<file path="src/rtl/rtc_wut_pkg.sv">
package rtc_wut_pkg;
   localparam int SEL_W     = 3;
   localparam int DIV_CODES = 4;   // codes 0..3 are clk dividers

   function automatic logic sel_is_div(input logic [SEL_W-1:0] s);
      return !s[2];
   endfunction

   function automatic logic sel_is_ext(input logic [SEL_W-1:0] s);
      return s[2] & s[1];
   endfunction
endpackage

</file>
<file path="src/rtl/rtc_wut_tick_gen.sv">
module rtc_wut_tick_gen
   import rtc_wut_pkg::*;
(
   input  logic             clk,
   input  logic             rst_n,
   input  logic             run,
   input  logic [SEL_W-1:0] sel,
   input  logic             sec_tick,
   output logic             tick_o
);
   localparam int PSC_W = DIV_CODES;

   logic [PSC_W-1:0]     psc;
   logic [DIV_CODES-1:0] div_hit;

   always_ff @(posedge clk or negedge rst_n) begin
      if (!rst_n)   psc <= '0;
      else if (run) psc <= psc + 1'b1;
      else          psc <= '0;
   end

   // code c divides by 2^(DIV_CODES-c): tap the low bits of the prescaler
   for (genvar c = 0; c < DIV_CODES; c++) begin : g_tap
      assign div_hit[c] = &psc[DIV_CODES-1-c:0];
   end

   always_comb begin
      if (sel_is_div(sel)) tick_o = div_hit[sel[1:0]];
      else                 tick_o = sec_tick;
   end

   // divided ticks never arrive on two consecutive cycles
   assert_div_spacing_R2: assert property (@(posedge clk) disable iff (!rst_n)
      (tick_o && sel_is_div(sel)) |=> (!tick_o || !$stable(sel)));
endmodule

</file>
<file path="src/rtl/rtc_wut_sync.sv">
module rtc_wut_sync #(
   parameter int SYNC_TICKS = 2
) (
   input  logic clk,
   input  logic rst_n,
   input  logic enable,
   input  logic tick,
   output logic wr_ok
);
   localparam int SC_W = $clog2(SYNC_TICKS + 1);
   localparam logic [SC_W-1:0] SC_FULL = SC_W'(SYNC_TICKS);

   if (SYNC_TICKS < 1) begin : g_chk
      $error("SYNC_TICKS must be at least 1");
   end

   logic [SC_W-1:0] sc;

   always_ff @(posedge clk or negedge rst_n) begin
      if (!rst_n)                      sc <= SC_FULL;
      else if (enable)                 sc <= '0;
      else if (tick && sc != SC_FULL)  sc <= sc + 1'b1;
   end

   assign wr_ok = !enable && (sc == SC_FULL);

   // write access only reopens on a tick of the selected clock
   assert_wrok_on_tick_R7: assert property (@(posedge clk) disable iff (!rst_n)
      $rose(wr_ok) |-> $past(tick));
endmodule

</file>
<file path="src/rtl/rtc_wut_counter.sv">
module rtc_wut_counter #(
   parameter int CNT_W = 17
) (
   input  logic             clk,
   input  logic             rst_n,
   input  logic             start,
   input  logic [CNT_W-1:0] load_val,
   input  logic             enable,
   input  logic             tick,
   input  logic             clr,
   output logic             flag,
   output logic             irq
);
   logic [CNT_W-1:0] cnt;
   logic             expire;

   assign expire = enable && tick && (cnt == '0) && !start;

   always_ff @(posedge clk or negedge rst_n) begin
      if (!rst_n)                cnt <= '0;
      else if (start)            cnt <= load_val;
      else if (enable && tick)   cnt <= (cnt == '0) ? load_val : cnt - 1'b1;
   end

   always_ff @(posedge clk or negedge rst_n) begin
      if (!rst_n) begin
         flag <= 1'b0;
         irq  <= 1'b0;
      end else begin
         irq <= expire;
         if (expire)   flag <= 1'b1;
         else if (clr) flag <= 1'b0;
      end
   end

   // an interrupt always comes with the flag set
   assert_irq_sets_flag_R5: assert property (@(posedge clk) disable iff (!rst_n)
      irq |-> flag);
   // the flag only drops after a clear strobe
   assert_flag_fall_clr_R6: assert property (@(posedge clk) disable iff (!rst_n)
      $fell(flag) |-> $past(clr));
   // no interrupt out of a disabled timer
   assert_irq_enabled_R9: assert property (@(posedge clk) disable iff (!rst_n)
      irq |-> $past(enable));
endmodule

</file>
<file path="src/rtl/rtc_wakeup_timer.sv">
module rtc_wakeup_timer
   import rtc_wut_pkg::*;
#(
   parameter int RELOAD_W   = 16,
   parameter int SYNC_TICKS = 2,
   parameter bit HAS_EXT    = 1'b1
) (
   input  logic                clk,
   input  logic                rst_n,
   input  logic                sec_tick,
   input  logic                cfg_we,
   input  logic                cfg_en_in,
   input  logic [SEL_W-1:0]    cfg_sel_in,
   input  logic                rld_we,
   input  logic [RELOAD_W-1:0] rld_in,
   input  logic                flag_clr,
   output logic                en_q,
   output logic [SEL_W-1:0]    sel_q,
   output logic [RELOAD_W-1:0] reload_q,
   output logic                wr_ok,
   output logic                wake_flag,
   output logic                wake_irq
);
   localparam int CNT_W = RELOAD_W + 1;

   if (RELOAD_W < 2) begin : g_chk
      $error("RELOAD_W must be at least 2");
   end

   logic [SEL_W-1:0]    sel_nx;
   logic [RELOAD_W-1:0] reload_nx;
   logic [CNT_W-1:0]    load_val;
   logic                start, run, tick, ext;

   assign sel_nx    = (cfg_we && wr_ok) ? cfg_sel_in : sel_q;
   assign reload_nx = (rld_we && wr_ok) ? rld_in : reload_q;
   assign start     = cfg_we && cfg_en_in && !en_q;
   assign run       = en_q || !wr_ok;

   if (HAS_EXT) begin : g_ext
      assign ext = sel_is_ext(sel_nx);
   end else begin : g_noext
      assign ext = 1'b0;
   end
   assign load_val = {ext, reload_nx};

   always_ff @(posedge clk or negedge rst_n) begin
      if (!rst_n) begin
         en_q     <= 1'b0;
         sel_q    <= '0;
         reload_q <= '1;
      end else begin
         if (cfg_we) en_q <= cfg_en_in;
         sel_q    <= sel_nx;
         reload_q <= reload_nx;
      end
   end

   rtc_wut_tick_gen u_tick (
      .clk(clk), .rst_n(rst_n), .run(run), .sel(sel_q),
      .sec_tick(sec_tick), .tick_o(tick)
   );

   rtc_wut_sync #(.SYNC_TICKS(SYNC_TICKS)) u_sync (
      .clk(clk), .rst_n(rst_n), .enable(en_q), .tick(tick), .wr_ok(wr_ok)
   );

   rtc_wut_counter #(.CNT_W(CNT_W)) u_cnt (
      .clk(clk), .rst_n(rst_n), .start(start), .load_val(load_val),
      .enable(en_q), .tick(tick), .clr(flag_clr),
      .flag(wake_flag), .irq(wake_irq)
   );

   // configuration holds while writes are locked
   assert_sel_locked_R8: assert property (@(posedge clk) disable iff (!rst_n)
      !$past(wr_ok) |-> $stable(sel_q));
   assert_reload_locked_R8: assert property (@(posedge clk) disable iff (!rst_n)
      !$past(wr_ok) |-> $stable(reload_q));
endmodule

</file>
<file path="config.mk">
export PLATFORM = sky130hd
export DESIGN_NAME = rtc_wakeup_timer
export DESIGN_NICKNAME = d
export VERILOG_FILES = /design/src/rtl/rtc_wut_pkg.sv /design/src/rtl/rtc_wut_tick_gen.sv /design/src/rtl/rtc_wut_sync.sv /design/src/rtl/rtc_wut_counter.sv /design/src/rtl/rtc_wakeup_timer.sv
export SDC_FILE = /design/constraint.sdc
export NUM_CORES = 1
export LEC_CHECK = 0
export ABC_AREA = 0
export BUFFER_PORTS_ARGS = -buffer_cell sky130_fd_sc_hd__buf_4
export CAP_MARGIN = 20
export CORE_MARGIN = 2
export CORE_UTILIZATION = 32
export DETAILED_ROUTE_END_ITERATION = 8
export PLACE_DENSITY = 0.49
export SLEW_MARGIN = 40
export SYNTH_ARGS = -nofsm -noshare
export SYNTH_HDL_FRONTEND = slang
export SYNTH_SLANG_ARGS = --single-unit
</file>
<file path="constraint.sdc">
create_clock -name clk -period 2.05 [get_ports clk]
set_input_delay 0.41 -clock clk [delete_from_list [all_inputs] [get_ports clk]]
set_output_delay 0.41 -clock clk [all_outputs]
set_load 0.05 [all_outputs]
</file>
-- Word level (Yosys, flattened, before mapping)
Cells that the tools add are included.
- $add $sub $neg: 3
- $lt $le $gt $ge: 1
- equal/unequal tests: 2
- mux-type cells: 13
- bitwise logic cells: 1
- reductions and logical operators: 20
- operators with widths (operator ; count):
    $mux W17 ; 3
    $logic_not A17 Y1 ; 1
    $sub A17 B1 Y17 const B ; 1
    $mux W16 ; 1
    $logic_and A1 B1 Y1 ; 9
    $reduce_bool A2 Y1 ; 3
    $add A4 B1 Y4 const B ; 1
    $mux W1 ; 4
    $mux W2 ; 2
    $mux W4 ; 1
    $reduce_and A4 Y1 ; 1
    $logic_not A1 Y1 ; 3
    $lt A2 B3 Y1 const B ; 1
    $mux W3 ; 1
    $reduce_and A3 Y1 ; 1
    $add A2 B1 Y2 const B ; 1
    $bmux W1 S2 ; 1
    $eq A2 B2 Y1 const B ; 1
    $ne A2 B2 Y1 const B ; 1
    $reduce_and A2 Y1 ; 1
    $and A1 B1 Y1 ; 1
    $logic_or A1 B1 Y1 ; 1
- flip-flop bits (word level): 45
- input bits: 26
- output and inout bits: 23
- word-level logic and storage cells: 49

-- Depth between registers and ports, before layout
Gate-level depths: netlist of run 1.
- depth in word-level cells: 8
- mapped depth: 9
- mapped depth without buffers: 7

-- Hierarchy
A second synthesis of run 1 with hierarchy kept.
- cells, all modules: 226
- area, all modules: 2473.6 µm²
- modules (own cells, without submodules) (module ; instances ; cells each ; area an instance (µm²) ; seq. area each (µm²)):
    rtc_wut_counter ; 1 ; 146 ; 1275.0 ; 475.5
    rtc_wakeup_timer ; 1 ; 50 ; 844.6 ; 520.5
    rtc_wut_tick_gen ; 1 ; 18 ; 216.5 ; 100.1
    rtc_wut_sync ; 1 ; 12 ; 137.6 ; 51.3

-- Least setup slack after synthesis of run 1
No wires, ideal clock.
- path type: register -> register
- from: reg en_q
- to: reg u_cnt.cnt[0]
- library setup time: 130 ps
- data arrival time: 2503 ps
- data required time: 1920 ps
- path slack: -583 ps
- cell stages (with the launch flop): 8
- path buffers: 2
- clock period less this slack: 2633 ps
- path through: dfrtp_1 -> and2b_1 -> clkbuf_1 -> nand2_1 -> buf_2 -> mux2_2 -> o211ai_1 -> o21ai_0
- cells in the longest elaborated chain, start to end: 7
- elaborated cells between the ends (all ways): 10
- classes of those cells: 4 x mux; 6 x reduce/logical
- ends and longest elaborated chain (element ; line ; RTL):
    from (decl) ; rtc_wakeup_timer.sv:17 ; output logic en_q,
    from (signal assigned) ; rtc_wakeup_timer.sv:53 ; if (cfg_we) en_q <= cfg_en_in;
    $logic_not A1 Y1 (*) ; rtc_wut_sync.sv:25 ; assign wr_ok = !enable && (sc == SC_FULL);
    $logic_and A1 B1 Y1 (*) ; rtc_wut_sync.sv:25 ;
    named net wr_ok ; rtc_wakeup_timer.sv:20 ; output logic wr_ok,
    $logic_and A1 B1 Y1 (*) ; rtc_wakeup_timer.sv:36 ; assign reload_nx = (rld_we && wr_ok) ? rld_in : reload_q;
    $mux W16 (*) ; rtc_wakeup_timer.sv:36 ;
    named net reload_nx[0] ; rtc_wakeup_timer.sv:31 ; logic [RELOAD_W-1:0] reload_nx;
    $mux W17 (2 in series) ; rtc_wut_counter.sv:22 ; else if (enable && tick) cnt <= (cnt == '0) ? load_val : cnt - 1'b1;
    $mux W17 (*) ; rtc_wut_counter.sv:21 ; else if (start) cnt <= load_val;
    to (signal assigned) ; rtc_wut_counter.sv:21 ;
    to (signal assigned) ; rtc_wut_counter.sv:22 ;
    to (decl) ; rtc_wut_counter.sv:14 ; logic [CNT_W-1:0] cnt;
Mark *: on every way through the listed nets, which the timed path passes. The rest lies on a longest branch. The select of a mux whose other input is x is not followed.
A chain may end at the register's enable or synchronous reset.

-- Worst setup path in the final report of run 1
- from: reg u_tick.psc[1]
- to: reg u_cnt.cnt[8]
- cells in the longest elaborated chain, start to end: 6
- elaborated cells between the ends (all ways): 8
- classes of those cells: 3 x mux; 5 x reduce/logical
- ends and longest elaborated chain (element ; line ; RTL):
    from (decl) ; rtc_wut_tick_gen.sv:13 ; logic [PSC_W-1:0] psc;
    from (signal assigned) ; rtc_wut_tick_gen.sv:18 ; else if (run) psc <= psc + 1'b1;
    $reduce_and A4 Y1 (tied with other cells) ; rtc_wut_tick_gen.sv:24 ; assign div_hit[c] = &psc[DIV_CODES-1-c:0];
    $bmux W1 S2 (*) ; rtc_wut_tick_gen.sv:28 ; if (sel_is_div(sel)) tick_o = div_hit[sel[1:0]];
    $mux W1 (implied by the code) (*) ; rtc_wut_tick_gen.sv:28 ;
    $mux W1 (*) ; rtc_wut_tick_gen.sv:28 ;
    $logic_and A1 B1 Y1 (*) ; rtc_wut_counter.sv:22 ;
    $reduce_bool A2 Y1 (no source line) (*) ; -- ;
Every way passes the cells marked *; elsewhere a longest branch is shown, timed or not. The select of a mux whose other input is x is not followed.

==> results.toml, run 1 <==
[run_status]
status = "complete, no violations"

[cells_and_area]
finalNonFillerCells = 407
final_area_um2 = 3360
mostFrequentLayoutCells = "buf_4 (76), dfrtp_1 (25), mux2_2 (23), dfstp_2 (17), inv_1 (13)"
num_antenna_cells = 0
nets = 338
area_growth_syn_to_layout_pct = 36.7
n_fill_cell = 694
final_common_cell = "buf_4"
drive_gt1_share_pct = 50.3

[worst_setup_path]
max_stage_delay_ns = 0.54
cp_cell_sequence = "ha_2 > inv_1 > or4b_4 > and2_4 > buf_4 > or4_4 > o221ai_2"
path_delay_family = "simple AND/OR/NAND/NOR gates"
worst-path-buf-inv = 2
critPathMaxFanout = 6
path_class = "flip-flop to flip-flop"
start_kind = "flip-flop"
startpoint = "u_tick.psc[1]"
cp-end-kind = "flip-flop"
cp_slowest_cell = "or4b_4"
cp.arrival_ns = 2.24
crit_required_ns = 2.27
reg2reg_slack_ns = 0.02
r2r_start = "u_tick.psc[1]"

[sta]
drv_slew = 0
max_slew_margin_pct = 61.6
skew_ns = 0.00662
finalCritPeriodShare_pct = 98.8
fmax_mhz = 494
rsz0062_at_grt = "yes"
setup_slack_ns = 0.0241
post-route-min-period_ns = 2.03
hold_viol = 0
finalSetupViolations = 0
tightestPinTransition_ns = 0.576

[global_routing]
grt_pass1_wl_mm = 9.72
grt_start_max_net_pins = 46
antenna_found_initial = 0
grt_overflow = 0
grt_pass1_vias = 2003
grtUsageTotal_pct = 14.3

[hold_path]
hold_path.class = "primary input to async pin"

[synth]
ys_ff_latch = 45
synth_edf_count = 0
syn_avg_cell_area_um2 = 10.7
synthTopCellsByArea = "dfrtp_1 (29%), dfstp_2 (18%), mux2_2 (11%), ha_1 (2.5%), a21oi_1 (2.4%)"
seq_area_frac_synth_pct = 46.7
syn_nets = 260
synth_cell_types = 53
yosys_warnings = 0
synth_area_um2 = 2450
synthFlopType = "dfrtp_1"
synth_cells = 229
ys_async_sr_fraction_pct = 100
synth_top_area_share_pct = 28.5
yosysTopAreaCell = "dfrtp_1"

[placed_design]
dp_hpwl_mm = 4.38
place_ws_ns = -0.0110
dpl-instance-area_um2 = 3170
place.gp.congestion = 0.740
numPortBuffers = 48
dp.cells = 397

[floorplan]
initial_utilization_pct = 33.5
ioPinCount = 49
die_area_um2 = 8390
core_area_um2 = 7330
die_h_um = 91.6
die_w_um = 91.6
row_count = 31

[clock_tree]
clk_latency_ns = 0.29
clock_tree.root_cell = "clkbuf_8"
clkTransAtPathRegs_ns = 0.09
hold_buffers = 0
cts_tree = "done"
ctsLongestPathBuffers = 2
cts_buffers = 5
htree_levels = 2
cts.sink_count = 45

[drt]
route.detailed.drc = 0
drtIter0Drc = 70
vias = 2053
ant_nets = 0
drt_first_pass_iters = 4
wl_per_cell_um = 14.7
routed_wirelength_mm = 5.99
via_per_inst = 5.04

[power]
irDropWorstVdd_mv = 0.632
total_power_mw = 4.60
p_leak_nw = 1.51
p_per_area_nw_per_um2 = 1370

[flow_run]
cap_violations = 0
[through the flow]
| stage | hold WS [ns] | utilization, % | TNS [ns] |
|---|---|---|---|
| final | 0.110 | 45.8 | 0 |
| after global routing | 0.162 | 45.8 | -0.295 |
| after CTS | 0.131 | 44.8 | -0.00689 |
| after detailed placement | 0.446 | 43.2 | -0.0110 |
| after global placement | 0.443 | 43.2 | -0.0112 |
| after floorplan | 0.114 | - | -0.0814 |
[Yosys cell counts, types with 5 or more instances]
library cell and instances:
nor3_1 7, nor2_1 10, o21ai_0 7, dfstp_2 17, buf_2 5, o22a_1 5, inv_1 14, nand4_1 7
nand3_1 8, dfrtp_1 28, nand2_1 12, a21oi_1 12, ha_1 5, mux2_2 24
[logic make-up after synthesis]
| kind of cell | Yosys count | share of synthesized area (%) |
|---|---|---|
| flip-flops | 45 | 46.7 |
| adder cells (fa/ha/maj) | 5 | 2.55 |
| XOR/XNOR | 1 | 0.357 |
| AO/OA/AOI/OAI | 47 | 13.7 |
| AND/OR/NAND/NOR | 78 | 19.5 |
| buffers and inverters | 25 | 4.54 |
| multiplexers | 28 | 12.6 |
[state kept, by name, indices dropped and copies added (netlist names)]
name	flops
u_tick.psc	4
u_cnt.flag	1
u_cnt.irq	1
reload_q	16
u_sync.sc	2
sel_q	3
u_cnt.cnt	17
en_q	1
[where the power goes]
part	switching (mW)	internal (mW)	total (mW)
Clock	0.304	0.305	0.609
Combinational	1.37	1.02	2.38
Sequential	0.271	1.34	1.61
[final timing paths]
path | to | depth (start not counted)
setup / recovery | u_cnt.cnt[8] | 7
hold / removal | u_cnt.cnt[3] | 1
setup reg to reg | u_cnt.cnt[8] | 7
hold reg to reg | u_sync.sc[1] | 1
max in group asynchronous | sel_q[1] | 1
min in group clk | reload_q[10] | 3
[worst register-to-register path: cells and delay by family (launching register included)]
| family | cells | cell delay, ns |
|---|---|---|
| AND/OR/NAND/NOR | 3 | 1.15 |
| AO/OA/AOI/OAI | 1 | 0.07 |
| flip-flops | 1 | 0.36 |
| adder cells (fa/ha/maj) | 1 | 0.18 |
| buffers and inverters | 2 | 0.20 |
[area by class of cell]
| cell class | count | area (µm²) | share of cell area (%) |
|---|---|---|---|
| clock buffers | 7 | 96.3 | 2.87 |
| clock inverters | 1 | 5.00 | 0.149 |
| inverters | 14 | 52.6 | 1.57 |
| multi-input cells | 160 | 1280 | 38.2 |
| flip-flops and latches | 45 | 1150 | 34.3 |
| well taps | 99 | 124 | 3.69 |
| repair buffers | 81 | 644 | 19.2 |
[repair_timing]
item                                    4_1_cts  5_1_grt
pin swaps                                     2        1
resized for setup                             2       14
setup buffers                                 0        1
cloned                                        0        1
endpoints found under the setup margin        2       17
hold endpoints to repair                      0        0
[routing by layer]
layer  wire length (µm)  track usage [%]  share of wire, %
met5                  0                0                 0
met4                 38             2.65              0.63
met3                199             2.74               3.3
met2               3130             25.1                52
met1               2620             18.5                44
Note: power is estimated with default switching activity, not from simulation.
==> run 2, diff against run 1 <==
- CELL_PAD_IN_SITES_DETAIL_PLACEMENT: default -> 0
- CELL_PAD_IN_SITES_GLOBAL_PLACEMENT: default -> 2
- CORE_UTILIZATION: 32 -> 31
- PLACE_DENSITY: 0.49 -> 0.71
==> run 2 against run 1 <==
Effect of this change:
- the run now ends with negative setup slack left
- total power grew 5.8%
- combinational power grew 12%
- clock power shrank 4.1%
- clock-buffer cell count grew 1
- sequential share of layout area shrank 1.7 points
- final cell count grew 3.4%
- setup slack lost 0.034 ns
- sequential power is essentially flat
- critical endpoint is now u_cnt.cnt[11]
- largest power group unchanged
==> results.toml, run 2 (same netlist as run 1, synthesis figures left out) <==
[run_status]
status = "finished, violations left"
violations = "negative setup slack"

[placed_design]
place.gp.congestion = 0.822
numPortBuffers = 48
place_ws_ns = -0.0254
dp_hpwl_mm = 4.38

[worst_setup_path]
reg2regPathDepth = 8
r2r-end = "u_cnt.cnt[11]"
start_kind = "flip-flop"
path_class = "flip-flop to flip-flop"
crit_required_ns = 2.24
cp-end-kind = "flip-flop"
cp.arrival_ns = 2.25
r2r_start = "u_tick.psc[1]"
reg2reg_slack_ns = -0.01
critPathMaxFanout = 4

[clock_tree]
clock_tree.root_cell = "clkbuf_8"
ctsLongestPathBuffers = 2
clk_latency_ns = 0.30
htree_levels = 2
cts_buffers = 5
cts.sink_count = 45
cts_tree = "done"
clkTransAtPathRegs_ns = 0.08

[sta]
skew_ns = 0.00927
fmax_mhz = 485
rsz0062_at_grt = "yes"
post-route-min-period_ns = 2.06
tightestPinTransition_ns = 0.587
hold_viol = 0
max_slew_margin_pct = 60.9
finalSetupViolations = 1
drv_slew = 0
finalCritPeriodShare_pct = 100
setup_slack_ns = -0.0102

[cells_and_area]
num_antenna_cells = 0
regMostFlops = "u_cnt.cnt"
largest_register_ffs = 17
nets = 349
top_regs = "u_cnt.cnt x17, reload_q x16, u_tick.psc x4"
final_common_cell = "buf_4"
drive_gt1_share_pct = 54.5
area_growth_syn_to_layout_pct = 43.7
mostFrequentLayoutCells = "buf_4 (84), dfrtp_1 (25), mux2_2 (22), dfstp_2 (17), inv_1 (12)"
utilization_pct = 45.9

[drt]
routed_wirelength_mm = 6.34
vias = 2120
drtIter0Drc = 110
ant_nets = 0
via_per_inst = 5.04
drt_first_pass_iters = 4
wl_per_cell_um = 15.1
route.detailed.drc = 0

[floorplan]
die_w_um = 93.0
row_count = 32
ioPinCount = 49
die_area_um2 = 8650
initial_utilization_pct = 31.9
die_h_um = 93.0
core_area_um2 = 7690

[global_routing]
grtUsageTotal_pct = 14.5
grt_pass1_vias = 1950
antenna_found_initial = 0
grt_overflow = 0
grt_pass1_wl_mm = 9.73
grt_start_max_net_pins = 46

[hold_path]
hold_path.class = "primary input to async pin"

[power]
p_leak_nw = 1.58
total_power_mw = 4.87
p_per_area_nw_per_um2 = 1380
irDropWorstVdd_mv = 0.622

[flow_run]
cap_violations = 0
==> run 2: layer usage <==
metal  wire length (µm)  vias to the layer above  global-route usage (%)
met2               3190                       53                    24.5
met1               2810                     1028                    18.7
met3                237                        8                    2.82
met5                  0                        -                       0
li1                   -                     1031                       -
met4                 94                        0                    4.41
==> run 2: how the worst max path moves through the flow <==
stage | start | end
global placement | u_tick.psc[1] | u_cnt.cnt[1]
global route | u_tick.psc[1] | u_cnt.cnt[11]
CTS | u_cnt.cnt[5] | u_cnt.cnt[9]
floorplan | sel_q[2] | u_cnt.cnt[6]
detailed placement | u_tick.psc[1] | u_cnt.cnt[1]
finish | u_tick.psc[1] | u_cnt.cnt[11]
==> run 2: metrics by stage <==
stage	hold WS, ns	TNS (ns)	cell area (µm²)	instances
6_report	0.103	-0.0102	3530	421
3_5_place_dp	0.463	-0.0485	3180	401
5_1_grt	0.156	-0.814	3530	421
2_1_floorplan	0.114	-0.0814	2500	229
4_1_cts	0.133	0	3320	413
3_3_place_gp	0.455	0	3180	401
==> run 2: worst max-delay path, stage by stage (launching register included) <==
cell      delay (ns)
dfrtp_1         0.42
ha_4            0.19
ha_4            0.14
mux2_4          0.29
a311oi_4        0.24
buf_4           0.16
nand2_2         0.09
and3_1          0.17
a211o_1         0.25
==> run 2: area by class of cell <==
cell class,count,area (µm²)
sequential,45,1150
fill,780,4160
tap,102,128
multi-input combinational,160,1370
inverter,14,52.6
clock buffer,8,90.1
timing repair buffer,92,736
==> run 2: what timing repair did <==
item,4_1_cts,5_1_grt
pin swaps,4,9
gates resized for setup,4,29
hold buffers,0,0
setup endpoints to repair,9,17
gates cloned,0,2
setup buffers,4,6
==> run 2: where the power goes <==
part / switching, mW / internal [mW] / total (mW) / leakage (nW)
Combinational: 1.48 / 1.19 / 2.67 / 1.02
Clock: 0.308 / 0.276 / 0.584 / 0.0455
Sequential: 0.284 / 1.34 / 1.62 / 0.515
Total: 2.07 / 2.80 / 4.87 / 1.58
==> run 3, diff against run 2 <==
--- a/config.mk
+++ b/config.mk
@@ -16,2 +16,3 @@
 export PLACE_DENSITY = 0.71
+export RECOVER_POWER = 50
 export SLEW_MARGIN = 40
@@ -20 +21,2 @@
 export SYNTH_SLANG_ARGS = --single-unit
+export TNS_END_PERCENT = 30
==> constraint.sdc (replaced) <==
create_clock -name clk -period 2.05 [get_ports clk]
set_input_delay 0.205 -clock clk [delete_from_list [all_inputs] [get_ports clk]]
set_output_delay 0.205 -clock clk [all_outputs]
set_load 0.05 [all_outputs]
==> run 3 against run 2 <==
Effect of this change:
- the flow now finishes without violations
- sequential power hardly changed
- setup slack better by 0.011 ns
- critical path type unchanged
- flip-flop and latch count stayed put
- combinational power is 10% lower
- fmax is 0.51% higher
- highest routed layer unchanged
- critical endpoint is now u_cnt.cnt[8]
==> results.toml, run 3 (same netlist as run 1, synthesis figures left out) <==
[floorplan]
die_h_um = 93.0
row_count = 32
ioPinCount = 49
die_area_um2 = 8650
die_w_um = 93.0
core_area_um2 = 7690
initial_utilization_pct = 31.9

[global_routing]
grt_overflow = 0
grtUsageTotal_pct = 13.9
antenna_found_initial = 0
grt_pass1_vias = 1997
grt_pass1_wl_mm = 9.52
grt_start_max_net_pins = 46

[hold_path]
hold_path.class = "primary input to flip-flop"

[sta]
post-route-min-period_ns = 2.05
skew_ns = 0.00890
max_slew_margin_pct = 25.8
finalSetupViolations = 0
rsz0062_at_grt = "yes"
tightestPinTransition_ns = 1.11
drv_slew = 0
setup_slack_ns = 0.000368
fmax_mhz = 488
hold_viol = 0
fin_setup_tns_ns = 0
finalCritPeriodShare_pct = 100

[cells_and_area]
area_growth_syn_to_layout_pct = 35.7
top_regs = "u_cnt.cnt x17, reload_q x16, u_tick.psc x4"
num_antenna_cells = 0
nets = 341
mostFrequentLayoutCells = "buf_4 (72), dfrtp_1 (26), mux2_2 (23), dfstp_2 (17), inv_1 (13)"
finalNonFillerCells = 413
largest_register_ffs = 17
utilization_pct = 43.3
regMostFlops = "u_cnt.cnt"
final_common_cell = "buf_4"
drive_gt1_share_pct = 47.3

[drt]
drt_first_pass_iters = 4
drtIter0Drc = 67
via_per_inst = 4.92
vias = 2032
route.detailed.drc = 0
routed_wirelength_mm = 5.98
wl_per_cell_um = 14.5
ant_nets = 0

[clock_tree]
clock_tree.root_cell = "clkbuf_8"
clkTransAtPathRegs_ns = 0.09
cts_tree = "done"
htree_levels = 2
ctsLongestPathBuffers = 2
clk_latency_ns = 0.30
cts_buffers = 5
cts.sink_count = 45

[power]
p_per_area_nw_per_um2 = 1370
irDropWorstVdd_mv = 0.777
p_leak_nw = 1.49
total_power_mw = 4.56

[placed_design]
numPortBuffers = 48
place_ws_ns = -0.0639
dp.cells = 397
dp_hpwl_mm = 4.42
place.gp.congestion = 0.775

[worst_setup_path]
critPathMaxFanout = 8
cp-end-kind = "flip-flop"
start_kind = "flip-flop"
crit_required_ns = 2.27
path_class = "flip-flop to flip-flop"
cp.arrival_ns = 2.27

[run_status]
status = "complete, no violations"

[flow_run]
cap_violations = 0
[run 3: area by class of cell]
class	count	area (µm²)
fillers	774	4360
repair buffers	84	658
multi-input cells	160	1260
inverters	14	52.6
flip-flops and latches	45	1150
well taps	102	128
clock inverters	1	7.51
clock buffers	7	76.3
[run 3: worst paths after layout]
path                               start           end  slack (ns)  cells past startpoint
hold reg to reg               u_cnt.flag    u_cnt.flag        0.49                      2
max in group asynchronous          rst_n          en_q        0.64                      2
setup / recovery           u_tick.psc[0]  u_cnt.cnt[8]      0.0004                      7
min in group asynchronous          rst_n  u_cnt.cnt[2]        0.64                      2
setup reg to reg           u_tick.psc[0]  u_cnt.cnt[8]      0.0004                      7
hold / removal             cfg_sel_in[0]      sel_q[0]        0.13                      2
[run 3: critical path, stage by stage, from the launching register on]
cell and delay, ns:
dfrtp_1 0.36, ha_2 0.18, inv_1 0.05, or4b_4 0.54, and2_4 0.20, clkbuf_16 0.16
or4_1 0.39, o221ai_1 0.08
[run 3: timing repair]
item / CTS / global route
pin swaps: 3 / 1
setup buffers: 1 / 3
resized for setup: 1 / 11
setup endpoints to repair: 12 / 17
hold buffers: 1 / 0
gates cloned: 0 / 3
endpoints found under the hold margin: 28 / 0
[run 3: metrics by stage]
stage | hold WS, ns | area (µm²)
6_report | 0.132 | 3330
3_5_place_dp | 0.251 | 3140
4_1_cts | 0.127 | 3240
5_1_grt | 0.127 | 3330
3_3_place_gp | 0.254 | 3140
2_1_floorplan | -0.0906 | 2490
[run 3: metal layers]
metal	share of wire [%]	GRT usage, %	up-vias
li1	-	-	1016
met1	44	17.3	955
met2	50	24.4	54
met3	5.0	2.66	7
met4	1.1	4.29	0
met5	0	0	-
[run 3: power breakdown]
group | leakage (nW) | total (mW) | switching [mW] | internal (mW)
registers | 0.516 | 1.61 | 0.271 | 1.33
clock network | 0.0385 | 0.552 | 0.310 | 0.242
logic | 0.938 | 2.40 | 1.37 | 1.03
total | 1.49 | 4.56 | 1.95 | 2.61
